--- src/rtl/tmbx_pkg.sv ---
`timescale 1ns/1ps
package tmbx_pkg;

  // Word class; the encoding is the word_tag output value.
  typedef enum logic [1:0] {
    PH_MAJOR = 2'd0,
    PH_INDEX = 2'd1,
    PH_ARG   = 2'd2
  } phase_t;

  // Classification of a major code.
  typedef enum logic [1:0] {
    K_OTHER,
    K_STREAM,
    K_PASS,
    K_FAIL
  } kind_t;

endpackage

--- src/rtl/tmbx_fetch.sv ---
`timescale 1ns/1ps
// Waits for a mailbox word, captures it and runs the two-phase acknowledge.
module tmbx_fetch #(
  parameter int HALF_W = 16,
  localparam int WORD_W = 2 * HALF_W
) (
  input  logic              clk,
  input  logic              rst_n,
  input  logic              req,
  input  logic              stream,
  input  logic              busy,
  input  logic [HALF_W-1:0] lo,
  input  logic [HALF_W-1:0] hi,
  output logic              ack,
  output logic              cap_valid,
  output logic [WORD_W-1:0] cap_data,
  output logic              fin
);

  typedef enum logic [1:0] {F_IDLE, F_WAIT, F_ACKLO} fst_t;
  fst_t st;

  // A stream word uses both halves. A major word uses only the low half.
  function automatic logic [WORD_W-1:0] join_halves(
    input logic s, input logic [HALF_W-1:0] h, input logic [HALF_W-1:0] l);
    return s ? {h, l} : {{HALF_W{1'b0}}, l};
  endfunction

  // Named events for the checks below.
  logic msg_ready;
  logic ack_clear;
  assign msg_ready = (st == F_WAIT) && !busy;
  assign ack_clear = (st == F_ACKLO) && busy;

  always_ff @(posedge clk or negedge rst_n) begin
    if (!rst_n) begin
      st        <= F_IDLE;
      ack       <= 1'b1;
      cap_valid <= 1'b0;
      cap_data  <= '0;
      fin       <= 1'b0;
    end else begin
      cap_valid <= 1'b0;
      fin       <= 1'b0;
      unique case (st)
        F_IDLE: if (req) st <= F_WAIT;
        F_WAIT: if (msg_ready) begin
          cap_data  <= join_halves(stream, hi, lo);
          cap_valid <= 1'b1;
          ack       <= 1'b0;
          st        <= F_ACKLO;
        end
        F_ACKLO: if (ack_clear) begin
          ack <= 1'b1;
          fin <= 1'b1;
          st  <= F_IDLE;
        end
        default: st <= F_IDLE;
      endcase
    end
  end

  // a capture only follows a cycle in which the mailbox reported ready
  p_capture_on_ready_r2: assert property (@(posedge clk) disable iff (!rst_n)
    cap_valid |-> !$past(busy));

  // the acknowledge only falls together with a presented word
  p_ack_fall_with_word_r3: assert property (@(posedge clk) disable iff (!rst_n)
    $fell(ack) |-> cap_valid);

  // the acknowledge stays low while the mailbox still reports a message
  p_ack_hold_low_r3: assert property (@(posedge clk) disable iff (!rst_n)
    (!ack && !busy) |=> !ack);

  // the acknowledge only rises after the status was seen high
  p_ack_rise_r3: assert property (@(posedge clk) disable iff (!rst_n)
    $rose(ack) |-> $past(busy));

endmodule

--- src/rtl/tmbx_seq.sv ---
`timescale 1ns/1ps
// Sequences major, index and argument words and reports the outcome.
module tmbx_seq
  import tmbx_pkg::*;
#(
  parameter int HALF_W = 16,
  parameter logic [HALF_W-1:0] CODE_STREAM = 'h08,
  parameter logic [HALF_W-1:0] CODE_PASS   = 'h07,
  parameter logic [HALF_W-1:0] CODE_FAIL   = 'hff
) (
  input  logic              clk,
  input  logic              rst_n,
  input  logic              start,
  input  logic              fin,
  input  logic [HALF_W-1:0] code,
  output logic              req,
  output logic              stream,
  output phase_t            phase,
  output logic              done,
  output logic              pass,
  output logic              fail
);

  typedef enum logic [1:0] {S_IDLE, S_REQ, S_WAIT} sst_t;
  sst_t st;
  logic [HALF_W-1:0] remain;

  function automatic kind_t classify(input logic [HALF_W-1:0] c);
    if (c == CODE_STREAM) return K_STREAM;
    if (c == CODE_PASS)   return K_PASS;
    if (c == CODE_FAIL)   return K_FAIL;
    return K_OTHER;
  endfunction

  // Named events.
  logic  word_done;
  logic  last_arg;
  kind_t kind;
  assign word_done = (st == S_WAIT) && fin;
  assign last_arg  = (remain == {{(HALF_W-1){1'b0}}, 1'b1});
  assign kind      = classify(code);

  assign req    = (st == S_REQ);
  assign stream = (phase != PH_MAJOR);

  always_ff @(posedge clk or negedge rst_n) begin
    if (!rst_n) begin
      st     <= S_IDLE;
      phase  <= PH_MAJOR;
      remain <= '0;
      done   <= 1'b0;
      pass   <= 1'b0;
      fail   <= 1'b0;
    end else begin
      done <= 1'b0;
      pass <= 1'b0;
      fail <= 1'b0;
      unique case (st)
        S_IDLE: if (start) begin
          phase <= PH_MAJOR;
          st    <= S_REQ;
        end
        S_REQ: st <= S_WAIT;
        S_WAIT: if (word_done) begin
          st <= S_REQ;
          unique case (phase)
            PH_MAJOR: begin
              unique case (kind)
                K_STREAM: phase <= PH_INDEX;
                K_PASS: begin
                  done <= 1'b1;
                  pass <= 1'b1;
                  st   <= S_IDLE;
                end
                K_FAIL: begin
                  done <= 1'b1;
                  fail <= 1'b1;
                  st   <= S_IDLE;
                end
                default: phase <= PH_MAJOR;
              endcase
            end
            PH_INDEX: begin
              if (code == '0) begin
                phase <= PH_MAJOR;
              end else begin
                remain <= code;
                phase  <= PH_ARG;
              end
            end
            PH_ARG: begin
              remain <= remain - 1'b1;
              if (last_arg) phase <= PH_MAJOR;
            end
            default: phase <= PH_MAJOR;
          endcase
        end
        default: st <= S_IDLE;
      endcase
    end
  end

  // pass and fail never pulse together, and each pulses only with done
  p_outcome_exclusive_r7: assert property (@(posedge clk) disable iff (!rst_n)
    $onehot0({pass, fail}));
  p_outcome_with_done_r7: assert property (@(posedge clk) disable iff (!rst_n)
    done |-> (pass || fail));
  // done lasts a single cycle
  p_done_single_r7: assert property (@(posedge clk) disable iff (!rst_n)
    done |=> !done);
  // the argument phase always has words left to read
  p_arg_count_r6: assert property (@(posedge clk) disable iff (!rst_n)
    (phase == PH_ARG) |-> (remain != '0));
  // the word class is held while a word is in flight
  p_phase_hold_r5: assert property (@(posedge clk) disable iff (!rst_n)
    (st == S_WAIT && !fin) |=> $stable(phase));

endmodule

--- src/rtl/train_mbox_reader.sv ---
`timescale 1ns/1ps
module train_mbox_reader
  import tmbx_pkg::*;
#(
  parameter int HALF_W = 16,
  parameter logic [HALF_W-1:0] CODE_STREAM = 'h08,
  parameter logic [HALF_W-1:0] CODE_PASS   = 'h07,
  parameter logic [HALF_W-1:0] CODE_FAIL   = 'hff,
  localparam int WORD_W = 2 * HALF_W
) (
  input  logic              clk,
  input  logic              rst_n,
  input  logic              start,
  input  logic              mb_busy,
  input  logic [HALF_W-1:0] mb_lo,
  input  logic [HALF_W-1:0] mb_hi,
  output logic              mb_ack,
  output logic              word_valid,
  output logic [WORD_W-1:0] word_data,
  output logic [1:0]        word_tag,
  output logic              done,
  output logic              pass,
  output logic              fail
);

  logic   req;
  logic   stream;
  logic   fin;
  phase_t phase;

  tmbx_fetch #(.HALF_W(HALF_W)) u_fetch (
    .clk       (clk),
    .rst_n     (rst_n),
    .req       (req),
    .stream    (stream),
    .busy      (mb_busy),
    .lo        (mb_lo),
    .hi        (mb_hi),
    .ack       (mb_ack),
    .cap_valid (word_valid),
    .cap_data  (word_data),
    .fin       (fin)
  );

  tmbx_seq #(
    .HALF_W      (HALF_W),
    .CODE_STREAM (CODE_STREAM),
    .CODE_PASS   (CODE_PASS),
    .CODE_FAIL   (CODE_FAIL)
  ) u_seq (
    .clk    (clk),
    .rst_n  (rst_n),
    .start  (start),
    .fin    (fin),
    .code   (word_data[HALF_W-1:0]),
    .req    (req),
    .stream (stream),
    .phase  (phase),
    .done   (done),
    .pass   (pass),
    .fail   (fail)
  );

  assign word_tag = phase;

  // a major word never carries upper-half data
  p_major_zero_ext_r4: assert property (@(posedge clk) disable iff (!rst_n)
    (word_valid && word_tag == PH_MAJOR) |-> (word_data[WORD_W-1:HALF_W] == '0));

  // nothing is shown once a run has ended
  p_no_word_after_done_r10: assert property (@(posedge clk) disable iff (!rst_n)
    done |=> !word_valid);

endmodule

--- config.mk ---
export PLATFORM = sky130hd
export DESIGN_NAME = train_mbox_reader
export DESIGN_NICKNAME = d
export VERILOG_FILES = /design/src/rtl/tmbx_pkg.sv /design/src/rtl/tmbx_fetch.sv /design/src/rtl/tmbx_seq.sv /design/src/rtl/train_mbox_reader.sv
export SDC_FILE = /design/constraint.sdc
export NUM_CORES = 1
export LEC_CHECK = 0
export BUFFER_PORTS_ARGS = -buffer_cell sky130_fd_sc_hd__buf_2
export CAP_MARGIN = 0
export CORE_MARGIN = 5
export CORE_UTILIZATION = 48
export CTS_CLUSTER_DIAMETER = 80
export DETAILED_ROUTE_END_ITERATION = 8
export GPL_TIMING_DRIVEN = 0
export PLACE_DENSITY = 0.83
export SLEW_MARGIN = 20
export SYNTH_ARGS = -nofsm -noshare
export SYNTH_HDL_FRONTEND = slang
export SYNTH_HIERARCHICAL = 1
export SYNTH_SLANG_ARGS = --single-unit
--- constraint.sdc ---
create_clock -name clk -period 1.5 [get_ports clk]
set_input_delay 0.3 -clock clk [delete_from_list [all_inputs] [get_ports clk]]
set_output_delay 0.3 -clock clk [all_outputs]
set_load 0.1 [all_outputs]
==> results of run 1 <==
-- registers in the layout (all words and copies together), names as in the netlist --
signal	flops
u_fetch/fin	1
u_fetch/cap_data	32
u_fetch/ack	1
u_seq/fail	1
u_seq/pass	1
u_seq/st	2
u_seq/phase	2
u_fetch/cap_valid	1
u_seq/done	1
u_seq/remain	16
u_fetch/st	2
-- per-stage QoR --
step	util (%)	setup WS, ns	cells	hold slack, ns
global route	67.7	-0.260	464	0.0897
finish	67.7	-0.215	464	0.0115
CTS	64.9	-0.204	460	0.0430
global placement	58.0	-0.232	432	0.494
floorplan	-	-0.249	281	0.00441
detailed placement	58.1	-0.310	432	0.414
-- layer usage --
layer / vias up / routed length, um
met3: 31 / 711
met5: - / 0
met4: 0 / 273
li1: 1216 / -
met2: 140 / 4230
met1: 1302 / 3370
-- final cells by class --
| type | count | area share, % |
|---|---|---|
| Multi-Input combinational cell | 188 | 37.3 |
| Timing Repair Buffer | 93 | 14.6 |
| Clock inverter | 7 | 2.15 |
| Tap cell | 77 | 2.27 |
| Clock buffer | 9 | 2.91 |
| Inverter | 20 | 1.77 |
| Buffer | 10 | 2.00 |
| Sequential cell | 60 | 37.0 |
-- worst max-delay path, stage by stage, from the launching register on --
cell and delay [ns]:
sky130_fd_sc_hd__dfrtp_1 0.42, sky130_fd_sc_hd__or3_4 0.43, sky130_fd_sc_hd__or3_4 0.37, sky130_fd_sc_hd__o31ai_2 0.29, sky130_fd_sc_hd__o2bb2ai_2 0.09
-- placed cells by master (no fill, tap or decap), drive strengths merged, types with 5 or more instances in the layout --
cell type  instances
nor2              12
clkbuf            13
or2                5
nand3             11
dfrtp             59
inv               20
nor3               5
or3                5
nand2             42
o41ai              9
buf               99
mux2              16
mux2i             20
o2bb2ai           10
o31ai             10
nor4               7
-- cell families (layout without fill, tap and decap cells) --
logic type,count (synthesis),in the layout,share of synthesized area (%)
and+or+nand+nor,101,101,18.4
AOI/OAI and AO/OA,48,48,13.5
muxes,36,36,12.5
buffers and inverters,33,139,5.37
DFF,60,60,49.2
xor gates and xnor gates,1,1,0.287
adders and majority gates,2,2,0.819
-- synth_stat cells, types with 2 or more instances --
library cell                instances
sky130_fd_sc_hd__buf_6              4
sky130_fd_sc_hd__a21oi_1            4
sky130_fd_sc_hd__nor2_1            12
sky130_fd_sc_hd__nand2_4            2
sky130_fd_sc_hd__dfrtp_1           59
sky130_fd_sc_hd__or2_2              2
sky130_fd_sc_hd__o2bb2ai_1         10
sky130_fd_sc_hd__mux2_1             3
sky130_fd_sc_hd__nor4_2             3
sky130_fd_sc_hd__a32o_1             3
sky130_fd_sc_hd__o21ai_0            3
sky130_fd_sc_hd__mux2i_1           20
sky130_fd_sc_hd__or2_1              2
sky130_fd_sc_hd__inv_1             20
sky130_fd_sc_hd__nand3_1           11
sky130_fd_sc_hd__nor2b_1            2
sky130_fd_sc_hd__mux2_2            13
sky130_fd_sc_hd__ha_1               2
sky130_fd_sc_hd__o31ai_1           10
sky130_fd_sc_hd__nor3_1             5
sky130_fd_sc_hd__o41ai_1            8
sky130_fd_sc_hd__buf_4              2
sky130_fd_sc_hd__or3_1              4
sky130_fd_sc_hd__nand2b_1           2
sky130_fd_sc_hd__nand2_1           39
sky130_fd_sc_hd__nor4_1             3
sky130_fd_sc_hd__nand4_1            2
sky130_fd_sc_hd__clkbuf_1           5
-- path summary, 6_finish.rpt --
check / depth (start not counted) / end
max in group asynchronous: 1 / u_fetch/cap_data[10]$_DFFE_PN0P_
min: 1 / u_fetch/st[1]$_DFFE_PN0P_
min reg2reg: 2 / u_fetch/cap_data[18]$_DFFE_PN0P_
min in group clk: 2 / u_fetch/cap_data[6]$_DFFE_PN0P_
max reg2reg: 4 / u_seq/remain[11]$_DFFE_PN0P_
max: 4 / u_seq/remain[11]$_DFFE_PN0P_
-- repair_timing --
| item | CTS | global route |
|---|---|---|
| hold buffers | 0 | 0 |
| gates cloned | 1 | 0 |
| endpoints found under the setup margin | 61 | 37 |
| gates resized for setup | 36 | 34 |
| setup buffers | 11 | 8 |
| pin swaps | 8 | 11 |
==> summary by stage, run 1 <==
Global route
The routing usage on met1 is 24.7%. The first global-routing pass estimated 13400 um of wire. The number of global-route vias before repair came to 2770. The most used routing layer in global routing is met2. Global routing used 6.59% of the available met3 tracks.

In the global route stage, overall resource usage came out at 20.2%. Entering global routing, the biggest net connects 61 pins. The initial antenna violation count is 0. After global routing the overflow that remains totals 0. The met2 track demand over resource in global routing is 32.8%.

STA
Setup violations remaining at the end of the flow were counted as 19. Summed over all failing endpoints, the final setup total negative slack is -3.22 ns. Setup repair after global routing could not meet its margin everywhere. The relative slew slack is 49.4%. Timing would allow up to 583 MHz. For the pin with the worst max-slew slack, the measured transition is 0.759 ns. The time the worst path needs with I/O delays and setup is 1.72 ns.

The slack of the critical path is -0.215 ns. The largest clock skew in the final design is 0.0115 ns. The final number of max-transition violations is 0. The count of endpoints failing hold in the final timing report was 0. The final clock period utilization by the worst path is 114%.

Worst setup path
Data on the critical path is required at its endpoint by 1.72 ns. The endpoint kind of the worst setup timing path is a register. In this run the register-to-register setup slack is -0.22 ns.

The start of the worst register-to-register path is u_seq/remain[8]$_DFFE_PN0P_. STA classifies the critical path startpoint as a register. The type of the worst setup path is reg2reg.

The launching element of the worst setup path is u_seq/remain[8]$_DFFE_PN0P_. Along the worst path, the maximum fanout reaches 5. The endpoint arrival time on the critical path is 1.94 ns.

Synthesis
The number of instances in the synthesized netlist is 281. After synthesis the cells add up to 3050 sq um. After synthesis, the netlist uses 54 different library cells. The post-synthesis area per instance is 10.9 sq um. Sorting the synthesized cells by area gives the leading types as sky130_fd_sc_hd__dfrtp_1, sky130_fd_sc_hd__mux2i_1, sky130_fd_sc_hd__mux2_2. The share of async-settable or async-resettable flops after synthesis is 100%. The number of nets in the synthesized netlist is 319. Synthesis inferred 60 register bits. The Yosys step of the flow raised 6 warnings. The portion of synthesized cell area occupied by the leading cell type is 48.3%. Summed over all instances, the cell type with the most area after synthesis is sky130_fd_sc_hd__dfrtp_1.

The most instantiated flip-flop cell in the synthesis netlist is sky130_fd_sc_hd__dfrtp_1. The fraction of the yosys area taken by sequential cells is 49.2%. In this run, synthesis inferred 0 flip-flops with an integrated enable.

Cells and area
The number of inserted filler cells in the final layout is 396. Summing all flip-flop and latch instances after layout gives 1570 sq um. Of the cells placed in the final design, the portion with a size suffix greater than 1 is 50.6%. The count of antenna diodes in the layout is 0. The post-route cell area is 4250 sq um. The area added between synthesis and finish is 39.2%.

In the final design database the tool counted 420 nets. In the final layout, the multi-input gates occupy 1590 sq um.

Clock tree
The TritonCTS buffer count is 9. The clock tree from TritonCTS is built. The clock drives 60 sinks. In this run the deepest clock path goes through 2 buffers.

The worst-skew pair later-pin latency is 0.34 ns. Clock-pin slew was measured on the worst setup and hold paths at 0.07 ns. The H-tree depth reported by CTS is 3. The clock tree root buffer cell is sky130_fd_sc_hd__clkbuf_8.

Placement
The count of buffers added on input and output ports is 74. The placed standard-cell area is 3650 sq um. The final estimated routing congestion in global placement is 0.827. The sum of net half-perimeters after detailed placement is 5490 um.

Floorplanning
For this configuration, the core starts out at a cell density of 48.7%. The die outline width is 89.8 um. The full die area is 8060 sq um. After floorplanning, the core was sized to cover 6280 sq um. The number of standard-cell rows in the floorplan is 29. The die is 89.8 um tall.

The boundary pin count is 75.

Drt
The average wire length per cell after detail routing is 18.5 um. The number of routed nets with antenna violations is 0. The routed via count is 2689. After detailed routing, the total wire length is 8580 um. The DRC violation total after the first TritonRoute iteration is 166. After detailed routing, the number of remaining DRC violations is 0. In the routed layout, each cell is associated on average with a via count of 5.80.

The first detailed-routing pass ran for 4 iterations.

Status
The checks that failed: setup timing. The flow ran to the end, but the final reports show violations.

Run
The reported max-cap violation count is 0.

Hold path
The kind of path behind the tightest hold check is in2async.
Power of run 1 is left out: the tool's default activity adds up to more than one toggle a clock period on the data nets, which glitch-free logic cannot reach.
==> inputs of run 2 (changes only) <==
--- a/config.mk
+++ b/config.mk
@@ -12,7 +12,7 @@
 export CTS_CLUSTER_DIAMETER = 80
 export DETAILED_ROUTE_END_ITERATION = 8
 export GPL_TIMING_DRIVEN = 0
-export PLACE_DENSITY = 0.83
+export PLACE_DENSITY = 0.73
 export SLEW_MARGIN = 20
 export SYNTH_ARGS = -nofsm -noshare
 export SYNTH_HDL_FRONTEND = slang
==> run 2 against run 1 <==
Effect of this change:
- the run still ends with setup timing left
- final cell count grew 0.22%
- fmax grew 1.0%
- register-to-register slack gained 0.02 ns
- sequential cell count is the same
- worst setup slack gained 0.017 ns
- non-clock buffer count grew 1
- clock skew shrank 0.0010 ns
- global-route usage shrank 0.51 points
- via count shrank 4.6%
==> summary by stage, run 2 (same netlist as run 1, synthesis figures left out) <==
Status
The flow ran to the end, but the final reports show violations. The checks that failed: setup timing.

Global route
The aggregate global-route resource usage is 19.7% (-0.51 points). The first-pass GRT wire length is 13100 um (-2.3%). The initial antenna violation count was 0 (unchanged).

The number of global-route vias before repair is 2636 (-4.8%). The leftover overflow at the end of global routing came to 0 (unchanged). The maximum number of pins on one net before global-route repair is 61 (unchanged).

Worst setup path
The endpoint arrival time on the critical path was 1.91 ns (-0.03 ns). The worst path buffer plus inverter count is 2 (+2). The type of the worst setup path is reg2reg. Grouping stages by cell kind, the critical path spends the most delay in simple AND/OR/NAND/NOR gates. The kind of launch point of the worst setup path is a register. For this design, the slowest cell found on the critical path is sky130_fd_sc_hd__dfrtp_4.

The signal on the critical path passes through nor4_4 > and4_1 > buf_6 > buf_4 > nor2_2 > o2bb2ai_1. The delay of the slowest critical-path stage came to 0.47 ns (+0.04 ns). The required time at the worst-slack endpoint is 1.71 ns (about the same). The endpoint kind of the worst setup timing path is a register. The start of the worst register-to-register path is u_fetch/cap_data[7]$_DFFE_PN0P_.

The launching element of the worst setup path is u_fetch/cap_data[7]$_DFFE_PN0P_. The highest net fanout along the worst path is 9 (+4).

Floorplanning
The starting utilization of the core area is 48.7% (unchanged). The number of standard-cell rows in the floorplan is 29 (unchanged). The full die area is 8060 sq um (unchanged). The placeable core region is 6280 sq um (unchanged). The die outline width came to 89.8 um (unchanged). The y dimension of the die is 89.8 um (unchanged).

The boundary pin count is 75 (unchanged).

Cells and area
The area added between synthesis and finish came to 39.2% (about the same). In the final layout, the registers with the most flip-flops are u_fetch/cap_data: 32 flops, u_seq/remain: 16 flops. The share of cells above drive strength 1 is 50.8% (+0.13 points). Leaving out fill and tap cells, the most frequent cells in the layout are sky130_fd_sc_hd__buf_2, sky130_fd_sc_hd__nand2_1, sky130_fd_sc_hd__dfrtp_1. The final core utilization is 67.7% (about the same). The count of antenna diodes in the layout is 0 (unchanged). The most common cell after layout, fill and taps aside is sky130_fd_sc_hd__buf_2. More flip-flops sit in one register than any other, and that register is u_fetch/cap_data. The final non-filler cell total was 465 (+0.22%). The number of flip-flops under the largest register name was 32 (unchanged). The final net count is 421 (+0.24%).

STA
The final hold slack is 0.0313 ns (+0.0198 ns). The relative slew slack was 49.3% (-0.084 points). The slew of the pin with the lowest slew margin is 0.760 ns (+0.00126 ns).

Setup repair after global routing could not meet its margin everywhere. The maximum clock frequency is 589 MHz (+1.0%). The final clock period utilization by the worst path is 113% (-1.2 points). The final number of setup-violating endpoints was 17 (-2).

The largest clock skew in the final design was 0.0105 ns (-0.00102 ns). The slack of the critical path is -0.198 ns (+0.0174 ns). The count of endpoints failing hold in the final timing report is 0 (unchanged). The time the worst path needs with I/O delays and setup came to 1.70 ns (-0.0174 ns). The final number of max-transition violations was 0 (unchanged).

Hold path
In this run the worst hold path is classified as in2async.

Drt
The wire length after detailed routing was 8010 um (-6.6%). The DRC violation total after the first TritonRoute iteration came to 130 (-22%). The routed via count is 2565 (-4.6%). The length of the first detailed-routing pass in iterations is 4 (unchanged). The number of routed nets with antenna violations was 0 (unchanged).

The average wire length per cell after detail routing is 17.2 um (-6.8%). The DRC violations left is 0 (unchanged). The detailed-route vias per instance is 5.52 (-4.8%).

Clock tree
The number of hold-repair buffers added at the cts stage is 0 (unchanged). The clock tree from TritonCTS is built. The number of buffers between clock root and the deepest sink came to 2 (unchanged). The sink count of the clock tree is 60 (unchanged). The worst-skew pair later-pin latency was 0.35 ns (about the same). The clock-pin slew on the worst setup and hold paths is 0.08 ns (about the same). The TritonCTS buffer count is 9 (unchanged). The H-tree depth reported by CTS is 3 (unchanged). In this run the clock root is driven by a sky130_fd_sc_hd__clkbuf_8.

Placement
The total placed cells including tap cells is 432 (unchanged). The number of buffer cells added on primary ports came to 74 (unchanged). The sum of net half-perimeters after detailed placement came to 5310 um (-3.2%). The final estimated routing congestion in global placement came to 0.855 (+3.4%).

Run
The reported max-cap violation count is 0 (unchanged).
-- run 2: layout make-up --
class / count / area [sq um]
clock buffer: 9 / 124
fill: 469 / 2030
sequential: 60 / 1570
clock inverter: 7 / 75.1
tap: 77 / 96.3
timing repair buffer: 93 / 607
inverter: 20 / 75.1
multi-input combinational: 188 / 1590
buffer: 11 / 109
-- run 2: per-layer routing --
| layer | global-route usage (%) | routed length, um | part of all wire, % |
|---|---|---|---|
| met1 | 24.6 | 3350 | 42 |
| met2 | 32.1 | 3970 | 49 |
| met3 | 6.93 | 621 | 7.7 |
| met4 | 5.79 | 72 | 0.90 |
| met5 | 0 | 0 | 0 |
-- run 2: path summary, 6_finish.rpt --
| kind | endpoint | slack [ns] | cells after the start |
|---|---|---|---|
| max | u_seq/remain[8]$_DFFE_PN0P_ | -0.20 | 6 |
| min | u_seq/remain[12]$_DFFE_PN0P_ | 0.03 | 1 |
| max reg2reg | u_seq/remain[8]$_DFFE_PN0P_ | -0.20 | 6 |
| min reg2reg | u_fetch/cap_data[16]$_DFFE_PN0P_ | 0.52 | 2 |
| max in group asynchronous | u_fetch/cap_data[14]$_DFFE_PN0P_ | 0.90 | 1 |
| min in group clk | u_fetch/cap_data[8]$_DFFE_PN0P_ | 0.18 | 2 |
-- run 2: stage by stage --
step / setup TNS, ns / instance area [sq um] / setup slack [ns]
after floorplan: -4.61 / 3180 / -0.249
after global placement: -10.50 / 3640 / -0.282
after detailed placement: -5.80 / 3650 / -0.321
after CTS: -3.02 / 4100 / -0.200
after global routing: -4.01 / 4250 / -0.247
final: -2.88 / 4250 / -0.198
-- run 2: repair_timing --
action,CTS,global route
endpoints found under the setup margin,61,44
buffers inserted,13,4
hold endpoints to repair,0,0
cloned,2,0
resized for setup,41,30
pin swaps,10,9
-- run 2: worst register-to-register path: cells and delay by family (launching register included) --
family	cells	cell delay (ns)
buffers and inverters	2	0.26
DFF	1	0.47
AOI/OAI and AO/OA	1	0.11
and+or+nand+nor	3	0.72
Power of run 2 is left out for the same reason.
==> inputs of run 3 (changes only) <==
--- a/config.mk
+++ b/config.mk
@@ -8,11 +8,11 @@
 export BUFFER_PORTS_ARGS = -buffer_cell sky130_fd_sc_hd__buf_2
 export CAP_MARGIN = 0
 export CORE_MARGIN = 5
-export CORE_UTILIZATION = 48
+export CORE_UTILIZATION = 45
 export CTS_CLUSTER_DIAMETER = 80
 export DETAILED_ROUTE_END_ITERATION = 8
 export GPL_TIMING_DRIVEN = 0
-export PLACE_DENSITY = 0.73
+export PLACE_DENSITY = 0.69
 export SLEW_MARGIN = 20
 export SYNTH_ARGS = -nofsm -noshare
 export SYNTH_HDL_FRONTEND = slang
==> run 3 against run 2 <==
Effect of this change:
- the flow still finishes with violations (setup timing)
- worst setup slack got worse by 0.026 ns
- fmax shrank 1.5%
- utilization fell by 3.0 points
- non-clock buffer count is 4 higher
- hold slack improved by 0.0014 ns
- critical path depth is the same
- clock skew is 0.0042 ns lower
- register-to-register slack got worse by 0.03 ns
- design area grew 1.6%
==> summary by stage, run 3 (same netlist as run 1, synthesis figures left out) <==
STA
Setup repair after global routing could not meet its margin everywhere. The count of endpoints failing hold in the final timing report is 0 (unchanged). The largest clock skew in the final design is 0.00629 ns (-0.00417 ns). The final number of max-transition violations is 0 (unchanged).

The time the worst path needs with I/O delays and setup is 1.72 ns (+0.0262 ns). The maximum clock frequency is 580 MHz (-1.5%). The final clock period utilization by the worst path is 115% (+1.7 points). The relative slew slack is 49.6% (+0.25 points). The final number of setup-violating endpoints is 17 (unchanged). The slew of the pin with the lowest slew margin is 0.756 ns (-0.00378 ns). The slack of the critical path is -0.224 ns (-0.0262 ns).

Floorplanning
The placeable core region is 6680 sq um (+6.4%). The y dimension of the die is 92.4 um (+2.9%). The boundary pin count is 75 (unchanged). The number of standard-cell rows in the floorplan is 30 (+3.4%).

The die outline width is 92.4 um (+2.9%). The full die area was 8530 sq um (+5.9%). The starting utilization of the core area was 45.7% (-2.9 points).

Worst setup path
The endpoint kind of the worst setup timing path is a register. The delay of the slowest critical-path stage is 0.50 ns (+0.03 ns). Walking the worst path, the cells encountered are nor4_4 > and4_1 > buf_6 > o21ai_4 > buf_6 > o2bb2ai_2. The highest-delay cell along the critical path is sky130_fd_sc_hd__dfrtp_4.

The worst path buffer plus inverter count is 2 (unchanged). The highest net fanout along the worst path came to 6 (-3). The type of the worst setup path is reg2reg. The most repeated library cell on the critical path is sky130_fd_sc_hd__buf_6. On the critical path the largest part of the delay comes from simple AND/OR/NAND/NOR gates. The kind of launch point of the worst setup path is a register. The endpoint arrival time on the critical path is 1.94 ns (+0.03 ns).

The required time at the worst-slack endpoint was 1.72 ns (about the same).

Cells and area
The area growth from synthesis to layout is 41.5%. The number of inserted filler cells in the final layout is 535 (+14%). The area of combinational cells with multiple inputs came to 1560 sq um (-2.0%). The largest registers in the layout are u_fetch/cap_data: 32 flops, u_seq/remain: 16 flops. The most common cell after layout, fill and taps aside is sky130_fd_sc_hd__buf_2. The number of flip-flops under the largest register name is 32 (unchanged).

The register area is 1570 sq um (unchanged). The post-route cell area is 4320 sq um (+1.6%). The share of cells above drive strength 1 is 50.0% (-0.77 points). The final net count is 425 (+0.95%). The final core utilization is 64.7% (-3.0 points). The library cells used most frequently in the layout, excluding fill and tap cells, are sky130_fd_sc_hd__buf_2, sky130_fd_sc_hd__nand2_1, sky130_fd_sc_hd__dfrtp_1. Ranked by flip-flop count, first place goes to u_fetch/cap_data.

The count of antenna diodes in the layout is 0 (unchanged).

Status
The run finished, with violations left. The checks that failed: setup timing.

Clock tree
The TritonCTS buffer count was 9 (unchanged). The number of hold-repair buffers added at the cts stage is 0 (unchanged). The number of buffers between clock root and the deepest sink is 2 (unchanged). The worst-skew pair later-pin latency is 0.34 ns (about the same).

The H-tree depth reported by CTS is 3 (unchanged). The sink count of the clock tree was 60 (unchanged). TritonCTS built the clock tree. The clock-pin slew on the worst setup and hold paths came to 0.07 ns (about the same). The root buffer cell chosen for the clock tree is sky130_fd_sc_hd__clkbuf_8.

Global route
The aggregate global-route resource usage is 19.1% (-0.61 points). The maximum number of pins on one net before global-route repair came to 61 (unchanged). The initial antenna violation count was 0 (unchanged). The leftover overflow at the end of global routing is 0 (unchanged). The first-pass GRT wire length is 12900 um (-1.6%).

The number of global-route vias before repair is 2561 (-2.8%).

Placement
The worst-case setup slack after placement is -0.289 ns (+0.0311 ns). The placed standard-cell area is 3650 sq um (+0.10%). The number of buffer cells added on primary ports is 74 (unchanged). The sum of net half-perimeters after detailed placement was 5270 um (-0.79%). The final estimated routing congestion in global placement is 0.911 (+6.5%).

Power and ir drop
For this design the ratio of total power to cell area is 2560 nW/um^2. The leakage power is 1.98 nW. The design draws 0.0110 W.

IR analysis of the VDD net gives a maximum drop of 1.47 mV.

Drt
The routed via count is 2559 (-0.23%). The number of routed nets with antenna violations is 0 (unchanged). The DRC violation total after the first TritonRoute iteration came to 160 (+23%).

The DRC violations left is 0 (unchanged). The wire length after detailed routing came to 7920 um (-1.2%). The detailed-route vias per instance was 5.42 (-1.7%). The average wire length per cell after detail routing came to 16.8 um (-2.6%). The length of the first detailed-routing pass in iterations is 4 (unchanged).

Hold path
The kind of path behind the tightest hold check is in2async.

Run
The reported max-cap violation count was 0 (unchanged).
==> run 3: metal layers <==
layer	part of all wire (%)	global-route usage, %	vias up
met5	0	0	-
met4	0.43	4.08	0
met3	7.2	7.88	4
met2	50	30.5	81
met1	43	24.4	1254
li1	-	-	1220
==> run 3: worst reg2reg max path, cell delays in order (launching register included) <==
cell                        delay (ns)
sky130_fd_sc_hd__dfrtp_4          0.50
sky130_fd_sc_hd__nor4_4           0.34
sky130_fd_sc_hd__and4_1           0.27
sky130_fd_sc_hd__buf_6            0.13
sky130_fd_sc_hd__o21ai_4          0.09
sky130_fd_sc_hd__buf_6            0.16
sky130_fd_sc_hd__o2bb2ai_2        0.11
==> run 3: path summary, 6_finish.rpt <==
check,start,endpoint,slack (ns),cells past startpoint
min in group clk,mb_lo[7],u_fetch/cap_data[7]$_DFFE_PN0P_,0.18,2
max in group asynchronous,rst_n,u_fetch/cap_data[2]$_DFFE_PN0P_,0.89,1
worst min register to register,u_fetch/cap_data[22]$_DFFE_PN0P_,u_fetch/cap_data[22]$_DFFE_PN0P_,0.52,2
worst min-delay path,rst_n,u_seq/remain[5]$_DFFE_PN0P_,0.03,1
worst max register to register,u_fetch/cap_data[15]$_DFFE_PN0P_,u_seq/remain[3]$_DFFE_PN0P_,-0.22,6
worst max-delay path,u_fetch/cap_data[15]$_DFFE_PN0P_,u_seq/remain[3]$_DFFE_PN0P_,-0.22,6
==> run 3: what timing repair did <==
action	4_1_cts	5_1_grt
pin swaps	8	13
setup buffers	12	10
resized for setup	40	30
gates cloned	2	0
setup endpoints to repair	60	37
==> run 3: final cells by class <==
| type | instances | share of cell area, % |
|---|---|---|
| Clock inverter | 6 | 2.58 |
| Sequential cell | 60 | 36.4 |
| Buffer | 11 | 2.23 |
| Timing Repair Buffer | 97 | 15.5 |
| Tap cell | 80 | 2.32 |
| Inverter | 20 | 1.74 |
| Multi-Input combinational cell | 188 | 36.1 |
| Clock buffer | 10 | 3.19 |
==> run 3: per-stage QoR <==
step                      TNS [ns]  hold WS, ns  instances
after detailed placement     -5.71        0.431        435
final                        -3.49       0.0327        472
after global placement      -11.23        0.499        435
after CTS                    -2.76       0.0570        464
after floorplan              -4.61      0.00441        281
after global routing         -5.07       0.0847        472
==> run 3: report_power, final <==
part	switching [W]	internal, W	leakage (nW)	total (W)
combinational	0.00434	0.00188	1.10	0.00622
sequential	0.000704	0.00231	0.757	0.00301
clock	0.000663	0.00115	0.122	0.00181
Power figures use the tool's default switching activity.
